`src/rtl/desc_pkg.sv`:
```
package desc_pkg;

  typedef enum logic {
    CH_A = 1'b0,
    CH_B = 1'b1
  } chan_e;

  typedef struct packed {
    logic hi;   // sign applied to the even sample (real port)
    logic lo;   // sign applied to the odd sample (imag port)
  } sign_pair_t;

endpackage

```
`src/rtl/desc_sign_gen.sv`:
```
module desc_sign_gen #(
  parameter int                LFSR_W       = 16,
  parameter logic [LFSR_W-1:0] TAP_MASK     = 16'hB400,
  parameter logic [LFSR_W-1:0] SEED         = 16'hACE1,
  parameter int                SYNC_SAMPLES = 1024
) (
  input  logic                  clk,
  input  logic                  rst_n,
  input  logic                  adv,
  output desc_pkg::sign_pair_t  sign
);
  localparam int CNT_W = $clog2(SYNC_SAMPLES);

  logic [LFSR_W-1:0] state_q;
  logic [CNT_W-1:0]  cnt_q;
  logic              wrap;

  function automatic logic [LFSR_W-1:0] step1(input logic [LFSR_W-1:0] s);
    return {s[LFSR_W-2:0], ^(s & TAP_MASK)};
  endfunction

  assign wrap = (cnt_q == CNT_W'(SYNC_SAMPLES - 2));

  always_ff @(posedge clk) begin
    if (!rst_n) begin
      state_q <= SEED;
      cnt_q   <= '0;
    end else if (adv) begin
      if (wrap) begin
        state_q <= SEED;
        cnt_q   <= '0;
      end else begin
        state_q <= step1(step1(state_q));
        cnt_q   <= cnt_q + CNT_W'(2);
      end
    end
  end

  assign sign.hi = state_q[LFSR_W-1];
  assign sign.lo = state_q[LFSR_W-2];

  // no movement without a word for this channel
  a_r7_seq_hold: assert property (@(posedge clk) disable iff (!rst_n)
    !adv |=> ($stable(state_q) && $stable(cnt_q)));

  // sample count stays even and inside the interval
  a_r6_cnt_range: assert property (@(posedge clk) disable iff (!rst_n)
    (cnt_q[0] == 1'b0) && (int'(cnt_q) < SYNC_SAMPLES));

  // a nonzero seed never leads to the all-zero lockup state
  a_r5_nonzero: assert property (@(posedge clk) disable iff (!rst_n)
    state_q != '0);

endmodule

```
`src/rtl/desc_cond_neg.sv`:
```
module desc_cond_neg #(
  parameter int DATA_W = 16
) (
  input  logic [DATA_W-1:0] din,
  input  logic              flip,
  output logic [DATA_W-1:0] dout
);
  // two's complement, wraps: most negative value maps to itself
  assign dout = flip ? (~din + DATA_W'(1)) : din;
endmodule

```
`src/rtl/rand_sign_descrambler.sv`:
```
module rand_sign_descrambler #(
  parameter int                DATA_W       = 16,
  parameter int                LFSR_W       = 16,
  parameter logic [LFSR_W-1:0] TAP_MASK     = 16'hB400,
  parameter logic [LFSR_W-1:0] SEED_A       = 16'hACE1,
  parameter logic [LFSR_W-1:0] SEED_B       = 16'h1D2B,
  parameter int                SYNC_SAMPLES = 1024
) (
  input  logic              clk,
  input  logic              rst_n,
  input  logic              en,
  input  logic              in_valid,
  input  logic [DATA_W-1:0] in_re,
  input  logic [DATA_W-1:0] in_im,
  output logic              out_valid,
  output logic [DATA_W-1:0] out_re,
  output logic [DATA_W-1:0] out_im
);
  import desc_pkg::*;

  localparam int NUM_CH   = 2;
  localparam int NUM_LANE = 2;

  chan_e       chan_q;
  sign_pair_t  sgn [NUM_CH];
  sign_pair_t  sel;
  logic [DATA_W-1:0] lane_in  [NUM_LANE];
  logic [DATA_W-1:0] lane_out [NUM_LANE];
  logic              lane_flip[NUM_LANE];

  // channel flag: flips on every accepted word
  always_ff @(posedge clk) begin
    if (!rst_n)        chan_q <= CH_A;
    else if (in_valid) chan_q <= (chan_q == CH_A) ? CH_B : CH_A;
  end

  for (genvar c = 0; c < NUM_CH; c++) begin : g_chan
    desc_sign_gen #(
      .LFSR_W      (LFSR_W),
      .TAP_MASK    (TAP_MASK),
      .SEED        ((c == 0) ? SEED_A : SEED_B),
      .SYNC_SAMPLES(SYNC_SAMPLES)
    ) i_sign (
      .clk  (clk),
      .rst_n(rst_n),
      .adv  (in_valid && (chan_q == chan_e'(c))),
      .sign (sgn[c])
    );
  end

  assign sel = (chan_q == CH_A) ? sgn[0] : sgn[1];

  assign lane_in[0]   = in_re;
  assign lane_in[1]   = in_im;
  assign lane_flip[0] = en & sel.hi;
  assign lane_flip[1] = en & sel.lo;

  for (genvar l = 0; l < NUM_LANE; l++) begin : g_lane
    desc_cond_neg #(.DATA_W(DATA_W)) i_neg (
      .din (lane_in[l]),
      .flip(lane_flip[l]),
      .dout(lane_out[l])
    );
  end

  always_ff @(posedge clk) begin
    if (!rst_n) begin
      out_valid <= 1'b0;
      out_re    <= '0;
      out_im    <= '0;
    end else begin
      out_valid <= in_valid;
      if (in_valid) begin
        out_re <= lane_out[0];
        out_im <= lane_out[1];
      end
    end
  end

  // valid delayed by one cycle
  a_r2_valid_rise: assert property (@(posedge clk) disable iff (!rst_n)
    in_valid |=> out_valid);
  a_r2_valid_idle: assert property (@(posedge clk) disable iff (!rst_n)
    !in_valid |=> !out_valid);

  // channel alternates per word
  a_r3_chan_alt: assert property (@(posedge clk) disable iff (!rst_n)
    in_valid |=> (chan_q != $past(chan_q)));

  // idle cycles keep channel and outputs
  a_r7_idle_hold: assert property (@(posedge clk) disable iff (!rst_n)
    !in_valid |=> ($stable(chan_q) && $stable(out_re) && $stable(out_im)));

  // bypass passes data untouched
  a_r8_bypass: assert property (@(posedge clk) disable iff (!rst_n)
    (in_valid && !en) |=> ((out_re == $past(in_re)) && (out_im == $past(in_im))));

  // output is the input or its two's-complement negation
  a_r9_magnitude: assert property (@(posedge clk) disable iff (!rst_n)
    (in_valid && en) |=>
      (((out_re == $past(in_re)) || (out_re == DATA_W'(0) - $past(in_re))) &&
       ((out_im == $past(in_im)) || (out_im == DATA_W'(0) - $past(in_im)))));

endmodule

```
`config.mk`:
```
export PLATFORM = sky130hd
export DESIGN_NAME = rand_sign_descrambler
export DESIGN_NICKNAME = d
export VERILOG_FILES = /design/src/rtl/desc_pkg.sv /design/src/rtl/desc_sign_gen.sv /design/src/rtl/desc_cond_neg.sv /design/src/rtl/rand_sign_descrambler.sv
export SDC_FILE = /design/constraint.sdc
export NUM_CORES = 1
export LEC_CHECK = 0
export BUFFER_PORTS_ARGS = -buffer_cell sky130_fd_sc_hd__buf_4
export CELL_PAD_IN_SITES_DETAIL_PLACEMENT = 1
export CELL_PAD_IN_SITES_GLOBAL_PLACEMENT = 2
export CORE_AREA = 2 2 152 95
export DETAILED_ROUTE_END_ITERATION = 12
export DIE_AREA = 0 0 154 97
export PLACE_DENSITY_LB_ADDON = 0.2
export SYNTH_ARGS = -nofsm -noshare
export SYNTH_HDL_FRONTEND = slang
export SYNTH_SLANG_ARGS = --single-unit
```
`constraint.sdc`:
```
create_clock -name clk -period 1.7 [get_ports clk]
set_input_delay 0.34 -clock clk [delete_from_list [all_inputs] [get_ports clk]]
set_output_delay 0.34 -clock clk [all_outputs]
set_load 0.02 [all_outputs]
```
; ---- Word-level counts from Yosys, hierarchy flattened
; Cells that the tools add are included.
[totals]
inputBits = 36
regBits = 86
ramBits = 0
mem_count = 0
latch_bits = 0
output_inout_bits = 33
rom_bits = 0
[classes]
mux = 8
bitwise_logic = 5
n_mul = 0
n_eq_ne = 2
n_shift = 0
div = 0
order_cmp = 0
add_sub_neg = 4
reduce_logical = 6
[op_table]
columns = operator, n
row1 = 2-to-1 mux 16 bit, 4
row2 = parity 16 bit, 4
row3 = adder 16 x 1 -> 16 bit (second input constant), 2
row4 = inverter 16 bit, 2
row5 = adder 10 x 2 -> 10 bit (second input constant), 2
row6 = equality test 10 bit (second input constant), 2
row7 = 2-to-1 mux 10 bit, 2
row8 = AND 1 bit, 2
row9 = logical AND 1 bit, 2
row10 = 2-to-1 mux 2 bit, 1
row11 = 2-to-1 mux 1 bit, 1
row12 = inverter 1 bit, 1

; ---- Depth between registers and ports, before layout
; Gate-level depths: netlist (run 1).
[logic_depth]
word_depth = 3
ltp_mapped = 6
depth_no_buf = 6

; ---- Modules after synthesis
; From an unflattened synthesis (run 1), not the netlist that was laid out.
[unflattened]
cells_unflattened = 488
area_unflattened_um2 = 4454.3
[by_module_without_submodules]
columns = module, seq_area_each_um2, cells_each, area_per_inst_um2, n_inst
row1 = rand_sign_descrambler, 680.7, 114, 1351.3, 1
row2 = desc_sign_gen at g_chan[0].i_sign, 500.5, 139, 1218.7, 1
row3 = desc_sign_gen at g_chan[1].i_sign, 500.5, 140, 1196.1, 1
row4 = desc_cond_neg at g_lane[1].i_neg, 0.0, 48, 355.3, 1
row5 = desc_cond_neg at g_lane[0].i_neg, 0.0, 47, 332.8, 1

; ---- Worst setup path before layout (run 1)
; Ideal clock, no wire load.
[synth_timing]
kind = input -> register
start = input port in_im[5]
end = register out_im[11]
t_arrival_ns = 1.648
setup_slack_ns = -0.075
setup_time_ns = 0.127
n_path_buf = 1
cell_stages = 5
cell_sequence = or4_1 > buf_2 > nor2_1 > a2111oi_0 > or3_1
[synth_between]
elab_chain_cells = 3
[synth_lines]
columns = element, line_no
row1 = "start, declared", rand_sign_descrambler.sv:14  ; input logic [DATA_W-1:0] in_im,
row2 = inverter 16 bit, desc_cond_neg.sv:9  ; assign dout = flip ? (~din + DATA_W'(1)) : din;
row3 = adder 16 x 1 -> 16 bit, desc_cond_neg.sv:9
row4 = 2-to-1 mux 16 bit, desc_cond_neg.sv:9
row5 = "end signal, assigned", rand_sign_descrambler.sv:75  ; out_im <= lane_out[1];
row6 = "end, declared", rand_sign_descrambler.sv:17  ; output logic [DATA_W-1:0] out_im
; Every way passes these cells.
; A chain may end at the register's enable or synchronous reset.

; ---- Worst setup path in the final report (run 1)
[layout_timing]
start = input port in_re[0]
end = register out_re[10]
[layout_between]
elab_chain_cells = 3
[layout_lines]
columns = element, line_no
row1 = "start, declared", rand_sign_descrambler.sv:13  ; input logic [DATA_W-1:0] in_re,
row2 = inverter 16 bit, desc_cond_neg.sv:9
row3 = adder 16 x 1 -> 16 bit, desc_cond_neg.sv:9
row4 = 2-to-1 mux 16 bit, desc_cond_neg.sv:9
row5 = "end signal, assigned", rand_sign_descrambler.sv:74  ; out_re <= lane_out[0];
row6 = "end, declared", rand_sign_descrambler.sv:16  ; output logic [DATA_W-1:0] out_re,
; Every way passes these cells.

==> results of run 1 <==
[synthesized netlist by cell type (all sizes together), types with 9 or more instances]
cell type / number / area share
dfxtp: 84 / 0.42
nand2: 49 / 0.046
nand3: 32 / 0.040
nor2: 31 / 0.029
o21ai: 27 / 0.034
xor2: 27 / 0.060
a21oi: 21 / 0.026
clkbuf: 20 / 0.019
xnor2: 17 / 0.038
nor3: 11 / 0.014
a22o: 10 / 0.022
nand4: 10 / 0.016
inv: 9 / 0.0085
[layout make-up]
type | instances | area, sq um
clock buffers | 10 | 239
clock inverters | 6 | 86.3
fillers | 1590 | 8040
inverters | 10 | 37.5
multi-input cells | 334 | 2160
flip-flops and latches | 84 | 1680
well taps | 175 | 219
repair buffers | 128 | 961
[critical path, cell delays in order]
cell	delay, ns
buf_4	0.12
inv_1	0.05
ha_1	0.16
or4b_4	0.51
o311ai_1	0.41
xor2_1	0.18
o21ai_1	0.07
[stage by stage]
stage | power, mW | TNS [ns] | util | setup slack [ns] | hold WS (ns)
2_1_floorplan | 2.63 | -0.00914 | - | -0.00914 | 0.436
3_3_place_gp | 3.01 | -2.31 | 0.376 | -0.211 | 0.439
3_5_place_dp | 3.04 | -2.87 | 0.376 | -0.272 | 0.454
4_1_cts | 5.23 | 0 | 0.400 | 0.0614 | 0.256
5_1_grt | 5.42 | 0 | 0.401 | 0.00213 | 0.277
6_report | 5.16 | 0 | 0.401 | 0.0830 | 0.277
[flip-flops by register name (all words and copies together) (netlist names)]
name / cells
g_chan.i_sign.cnt_q: 18
chan_q: 1
g_chan.i_sign.state_q: 32
out_im: 16
out_valid: 1
out_re: 16
[path summary, 6_finish.rpt]
| check | slack (ns) | startpoint | to |
|---|---|---|---|
| worst max-delay path | 0.08 | in_re[0] | out_re[10]$_SDFFE_PN0P_ |
| worst min-delay path | 0.28 | in_im[15] | out_im[15]$_SDFFE_PN0P_ |
| worst max register to register | 0.10 | g_chan[1].i_sign.cnt_q[7]$_SDFFE_PN0N_ | g_chan[1].i_sign.state_q[15]$_SDFFE_PN0N_ |
| worst min register to register | 0.46 | out_re[10]$_SDFFE_PN0P_ | out_re[10]$_SDFFE_PN0P_ |
[power by group]
| part | switching [mW] | internal [mW] | leakage (nW) | total [mW] |
|---|---|---|---|---|
| logic | 0.444 | 0.374 | 1.36 | 0.818 |
| clock network | 0.840 | 1.33 | 0.159 | 2.17 |
| registers | 0.0804 | 2.09 | 0.690 | 2.17 |
| total | 1.37 | 3.79 | 2.21 | 5.16 |
[logic make-up after synthesis]
| logic type | count (synthesis) | synth area share |
|---|---|---|
| multiplexers | 9 | 0.0233 |
| buffers and inverters | 38 | 0.0397 |
| adder cells (fa/ha/maj) | 4 | 0.0126 |
| AO/OA/AOI/OAI | 96 | 0.162 |
| AND/OR/NAND/NOR | 181 | 0.242 |
| XOR/XNOR | 44 | 0.0971 |
| flip-flops | 84 | 0.424 |
[per-layer routing]
layer  up-vias  wire (um)
met1      1760       6680
met4         0         62
met5         -          0
met3         4        544
met2        71       4830
li1       1875          -
==> results.md, run 1 <==
- Status: finished, final reports clean
- Vias in the first global route: between 3000 and 4000
- Via count: about 3700
- Post-Syn Area: a little under 4000 sq um
- Drt pass-1 iters: 4
- Avg Inst Size Synth: approximately 8.7 sq um
- VDD IR max: 417 uV
- Final setup fails: 0
- Area grow syn2layout: 35.5%
- Clk_lat worst skew: 0.34 ns
- Commonest non-fill, non-tap cell in the layout: buf_4
- Mapped Nets: approximately 500
- Ys Warns: 0
- DRC: 0
- First-pass GRT wire length: between 15000 and 20000 um
- Global-route met3 utilization: 0.0394
- Post-synth EDFFs: 0
- Async set-reset flop share out of synthesis: 0
- Ant diodes: 0
- Hold WC Path Type: in -> reg
- Number of max-cap violations: 0
- DR iter-0 viols: 167
- Placed cell areas: roughly 5000 sq um
- Post-cts gate resize count: 0
- Static Leakage: 2.21 nW
- CP endpoint kind: flop
- Clock period minus worst slack: about 1.6 ns
- Via-to-Cell Ratio: around 5.0
- Maximum clock rate: 618 MHz
- Most frequent cells in the layout: buf_4, dfxtp_1, nand2_1
- Seq cells post-synth: 84
- Mapped Cells: approximately 460
- Total grt overflow: 0
- Sequential area share after synthesis: 0.424
- Initial antenna violation count: 0
- Max transition margin: 0.562
- # nets final: 607
- Final HPWL DP: ~9100 um
- Port bufs: slightly below 70
- Worst Clk Skew: 0.00406 ns
- Number of CTS-inserted buffers: 9
- Routed Antenna Nets: 0
- Number of instances on the worst hold path: 3
- Critical path data required time: 1.93 ns
- Final Non-Filler Cells: approximately 750
- Die width: 154 um
- CORE AREA: roughly 13000 sq um
- Final instance area: around 5400 sq um
- Final GP Congestion: 0.724
- Top-Level Pins: 69
- Hold-fix buffers, CTS: 0
- M1 GR Usage: 0.260
- Drt total wl: between 10000 and 15000 um
- Initial Utilization: 0.296
- Root buf cell: clkbuf_16
- Placed Cells: between 700 and 800
- Worst-Margin Slew: approximately 0.65 ns
- Main synth FF type: dfxtp_1
- Max-slew violation count: 0
- Arr. time, crit path: 1.84 ns
- Worst Path Max Fanout: 3
- Part of the cycle the worst path needs: 0.951
- Die height: between 90 and 100 um
- Synth cell types: 50
- H-tree Lvls: 3
- Fraction of layout cells with a size suffix above 1: 0.283
- Avg WL per Cell: around 16 um
- CTS tree: yes
- Critical Path Source Type: input port
- FF-to-FF path depth: 4
- GRT busiest layer: met1
- Clock slew at reported path FFs: 0.06 ns
- Num Clock Sinks: between 80 and 90
- Power Density: between 900 and 1000 nW/um^2
- Setup bufs post-CTS: 0
- Site Rows: 33
- GRT Util Overall: 0.167
- Final hold viol count: 0
- Die area: between 10000 and 15000 sq um
- RSZ-0062 raised after global routing: false
- WS Path Type: in -> reg
- GR Layer Usage met2: 0.229
- Clock Path Buffers: 2
- Pin count of the biggest net entering global routing: 43
No activity file was read; power rests on OpenSTA's default activity.
==> run 2, diff against run 1 <==
- ABC_AREA: unset -> 1
- CORE_AREA: 2 2 152 95 -> 2 2 163 101
- DIE_AREA: 0 0 154 97 -> 0 0 165 103
==> run 2 against run 1 <==
Clock skew grew 0.0039 ns. Via count grew 6.1%. Critical path type is now reg -> reg. Register-to-register slack gained 0.05 ns. Cell area shrank 1.1%. Synthesized cell count grew 32%. Die area grew 14%. Sequential power is essentially flat. Hold slack gained 0.0044 ns.
==> results.md, run 2 <==
- Hold WC Path Type: in -> reg (unchanged)
- Power Density: 942 nW/um^2 (was 958 nW/um^2)
- Mapped Nets: 640 (was 496)
- CTS tree: yes (unchanged)
- Most frequent cells in the layout: nand2_1, nor2_1, dfxtp_1 (was buf_4, dfxtp_1, nand2_1)
- DRC: 0 (unchanged)
- CP endpoint kind: flop (unchanged)
- TNS Setup: 0 ns (unchanged)
- Critical path data required time: 1.94 ns (was 1.93 ns)
- Part of the cycle the worst path needs: 0.913 (was 0.951)
- VDD IR max: 349 uV (was 417 uV)
- Net load switching power: 1.53 mW (was 1.37 mW)
- Number of max-cap violations: 0 (unchanged)
- Worst-Margin Slew: 0.430 ns (was 0.655 ns)
- RSZ-0062 raised after global routing: false (unchanged)
- Total power: 5.01 mW (was 5.16 mW)
- Total grt overflow: 0 (unchanged)
- Fraction of layout cells with a size suffix above 1: 0.193 (was 0.283)
- Vias in the first global route: 4075 (was 3749)
- H-tree Lvls: 3 (unchanged)
- Synth top area share: 0.395 (was 0.424)
- GRT Util Overall: 0.155 (was 0.167)
- Number of CTS-inserted buffers: 9 (unchanged)
- Sequential area share after synthesis: 0.395 (was 0.424)
- Max transition margin: 0.713 (was 0.562)
- Post-Syn Area: 4260 sq um (was 3970 sq um)
- Final GP Congestion: 0.743 (was 0.724)
- Largest family of logic cells by synthesized area: simple AND/OR/NAND/NOR gates (unchanged)
- Synth Area in Adders: 0.0117 (was 0.0126)
- Area of the multi-input gates: 2150 sq um (was 2160 sq um)
- Critical Path Source Type: flop (was input port)
- Clock slew at reported path FFs: 0.07 ns (was 0.06 ns)
- Async set-reset flop share out of synthesis: 0 (unchanged)
- CORE AREA: 15700 sq um (was 13400 sq um)
- Status: finished, final reports clean (unchanged)
- Internal: 3.49 mW (was 3.79 mW)
- Static Leakage: 2.52 nW (was 2.21 nW)
- Seq pwr share: 0.437 (was 0.421)
- Sw Ratio: 0.304 (was 0.265)
- Sequential Area: 1680 sq um (unchanged)
- Drt pass-1 iters: 4 (unchanged)
- Pre-CTS setup slack: -0.00475 ns (was -0.272 ns)
- Clock period minus worst slack: 1.55 ns (was 1.62 ns)
- Drt total wl: 12200 um (was 12100 um)
- Die width: 165 um (was 154 um)
- Mux share of post-synthesis cell area: 0 (was 0.0233)
- Largest register FFs: 32 (unchanged)
- Arr. time, crit path: 1.80 ns (was 1.84 ns)
- Port bufs: 68 (unchanged)
- Via count: 3938 (was 3710)
- Clock Path Buffers: 2 (unchanged)
- Ant diodes: 0 (unchanged)
- Die area: 17000 sq um (was 14900 sq um)
- Avg WL per Cell: 13.7 um (was 16.2 um)
- Main synth FF type: dfxtp_1 (unchanged)
- Root buf cell: clkbuf_16 (unchanged)
- Post-synth EDFFs: 0 (unchanged)
- Compound-Gate Fraction of Synth Area: 0.117 (was 0.162)
- Seq cells post-synth: 84 (unchanged)
- Die height: 103 um (was 97 um)
- Final Non-Filler Cells: 889 (was 747)
- DR iter-0 viols: 125 (was 167)
- Layout Utilization: 0.338 (was 0.401)
- First-pass GRT wire length: 20400 um (was 19900 um)
- Pin count of the biggest net entering global routing: 43 (unchanged)
- Clk_lat worst skew: 0.35 ns (was 0.34 ns)
- Top cells by area, synth: dfxtp_1, nand2_1, nor2_1 (was dfxtp_1, xor2_1, nand2_1)
- Post-route worst setup slack: 0.148 ns (was 0.0830 ns)
- Placed Cells: 873 (was 731)
- Area grow syn2layout: 24.9% (was 35.5%)
- Synth cell types: 44 (was 50)
- Largest Register: g_chan.i_sign.state_q (unchanged)
- Xor/xnor cell area share of the yosys netlist: 0.0596 (was 0.0971)
- Post-Synth Simple-Gate Area: 0.317 (was 0.242)
- Ys Warns: 0 (unchanged)
- Post-synth top area cell: dfxtp_1 (unchanged)
- Mapped Cells: 600 (was 456)
- Maximum clock rate: 644 MHz (was 618 MHz)
- Max-slew violation count: 0 (unchanged)
- Initial Utilization: 0.271 (was 0.296)
- Via-to-Cell Ratio: 4.43 (was 4.97)
- Final-layout fill cell count: 1964 (was 1590)
- Routed Antenna Nets: 0 (unchanged)
- Clock network fraction of total power: 0.380 (was 0.421)
- Worst Clk Skew: 0.00799 ns (was 0.00406 ns)
- Hold-fix buffers, CTS: 0 (unchanged)
- # nets final: 715 (was 607)
- Post-cts gate resize count: 0 (unchanged)
- Final setup fails: 0 (unchanged)
- Top-Level Pins: 69 (unchanged)
- WS Path Type: reg -> reg (was in -> reg)
- Logic pwr share: 0.183 (was 0.159)
- Setup bufs post-CTS: 0 (unchanged)
- Initial antenna violation count: 0 (unchanged)
- Site Rows: 36 (was 33)
- Top post-synthesis cells by count: nand2_1, nor2_1, dfxtp_1 (was dfxtp_1, nand2_1, nand3_1)
- Commonest non-fill, non-tap cell in the layout: nand2_1 (was buf_4)
- Final HPWL DP: 9200 um (was 9060 um)
- Num Clock Sinks: 84 (unchanged)
- Final hold viol count: 0 (unchanged)
- Avg Inst Size Synth: 7.10 sq um (was 8.71 sq um)
- Worst Path Max Fanout: 9 (was 3)
- Most frequent cell after synthesis: nand2_1 (was dfxtp_1)
- Largest registers: g_chan.i_sign.state_q x32, g_chan.i_sign.cnt_q x18 (unchanged)
[run 2: layer usage]
metal  share of wire  routed length [um]  vias to the layer above  track usage
met5               0                   0                        -            0
met4           0.010                 128                        0       0.0462
met3           0.042                 518                       11       0.0402
met2            0.40                4930                       54        0.233
met1            0.54                6630                     1829        0.218
li1                -                   -                     2044            -
[run 2: worst paths after layout]
path | to | from | cells after the start | slack (ns)
worst min register to register | g_chan[0].i_sign.state_q[4]$_SDFFE_PN0N_ | g_chan[0].i_sign.state_q[2]$_SDFFE_PN0N_ | 2 | 0.46
worst max-delay path | g_chan[1].i_sign.cnt_q[7]$_SDFFE_PN0N_ | g_chan[1].i_sign.cnt_q[5]$_SDFFE_PN0N_ | 8 | 0.15
worst min-delay path | out_im[9]$_SDFFE_PN0P_ | in_im[9] | 3 | 0.28
worst max register to register | g_chan[1].i_sign.cnt_q[7]$_SDFFE_PN0N_ | g_chan[1].i_sign.cnt_q[5]$_SDFFE_PN0N_ | 8 | 0.15
[run 2: cells by family after synthesis]
group / after synthesis
adder cells (fa/ha/maj): 4
flip-flops: 84
AO/OA/AOI/OAI: 83
AND/OR/NAND/NOR: 300
XOR/XNOR: 29
buffers and inverters: 100
[run 2: final cells by class]
class,count,share of cell area
Multi-Input combinational cell,416,0.405
Sequential cell,84,0.316
Timing Repair Buffer,83,0.119
Inverter,81,0.0576
Tap cell,209,0.0492
Clock buffer,9,0.0423
Clock inverter,7,0.0106
[run 2: per-stage QoR]
stage,instance area [sq um],hold WS (ns)
final,5320,0.281
after global routing,5320,0.287
after CTS,5320,0.270
after detailed placement,5040,0.455
after global placement,5040,0.447
after floorplan,4260,0.429
[run 2: power by group through the flow]
| stage | Combinational (mW) | Clock [mW] | Sequential [mW] |
|---|---|---|---|
| after detailed placement | 0.928 | 0 | 2.24 |
| after global routing | 1.04 | 2.07 | 2.21 |
| final | 0.917 | 1.90 | 2.19 |
| after global placement | 0.912 | 0 | 2.23 |
| after floorplan | 0.520 | 0 | 2.29 |
| after CTS | 0.932 | 2.00 | 2.19 |
[run 2: worst max-delay path, stage by stage, from the launching register on]
cell	delay, ns
dfxtp_1	0.39
nand2_1	0.09
inv_1	0.08
nand2_1	0.08
nor2_1	0.15
nand2_1	0.09
nand2_1	0.17
nand2_2	0.19
and3_1	0.19
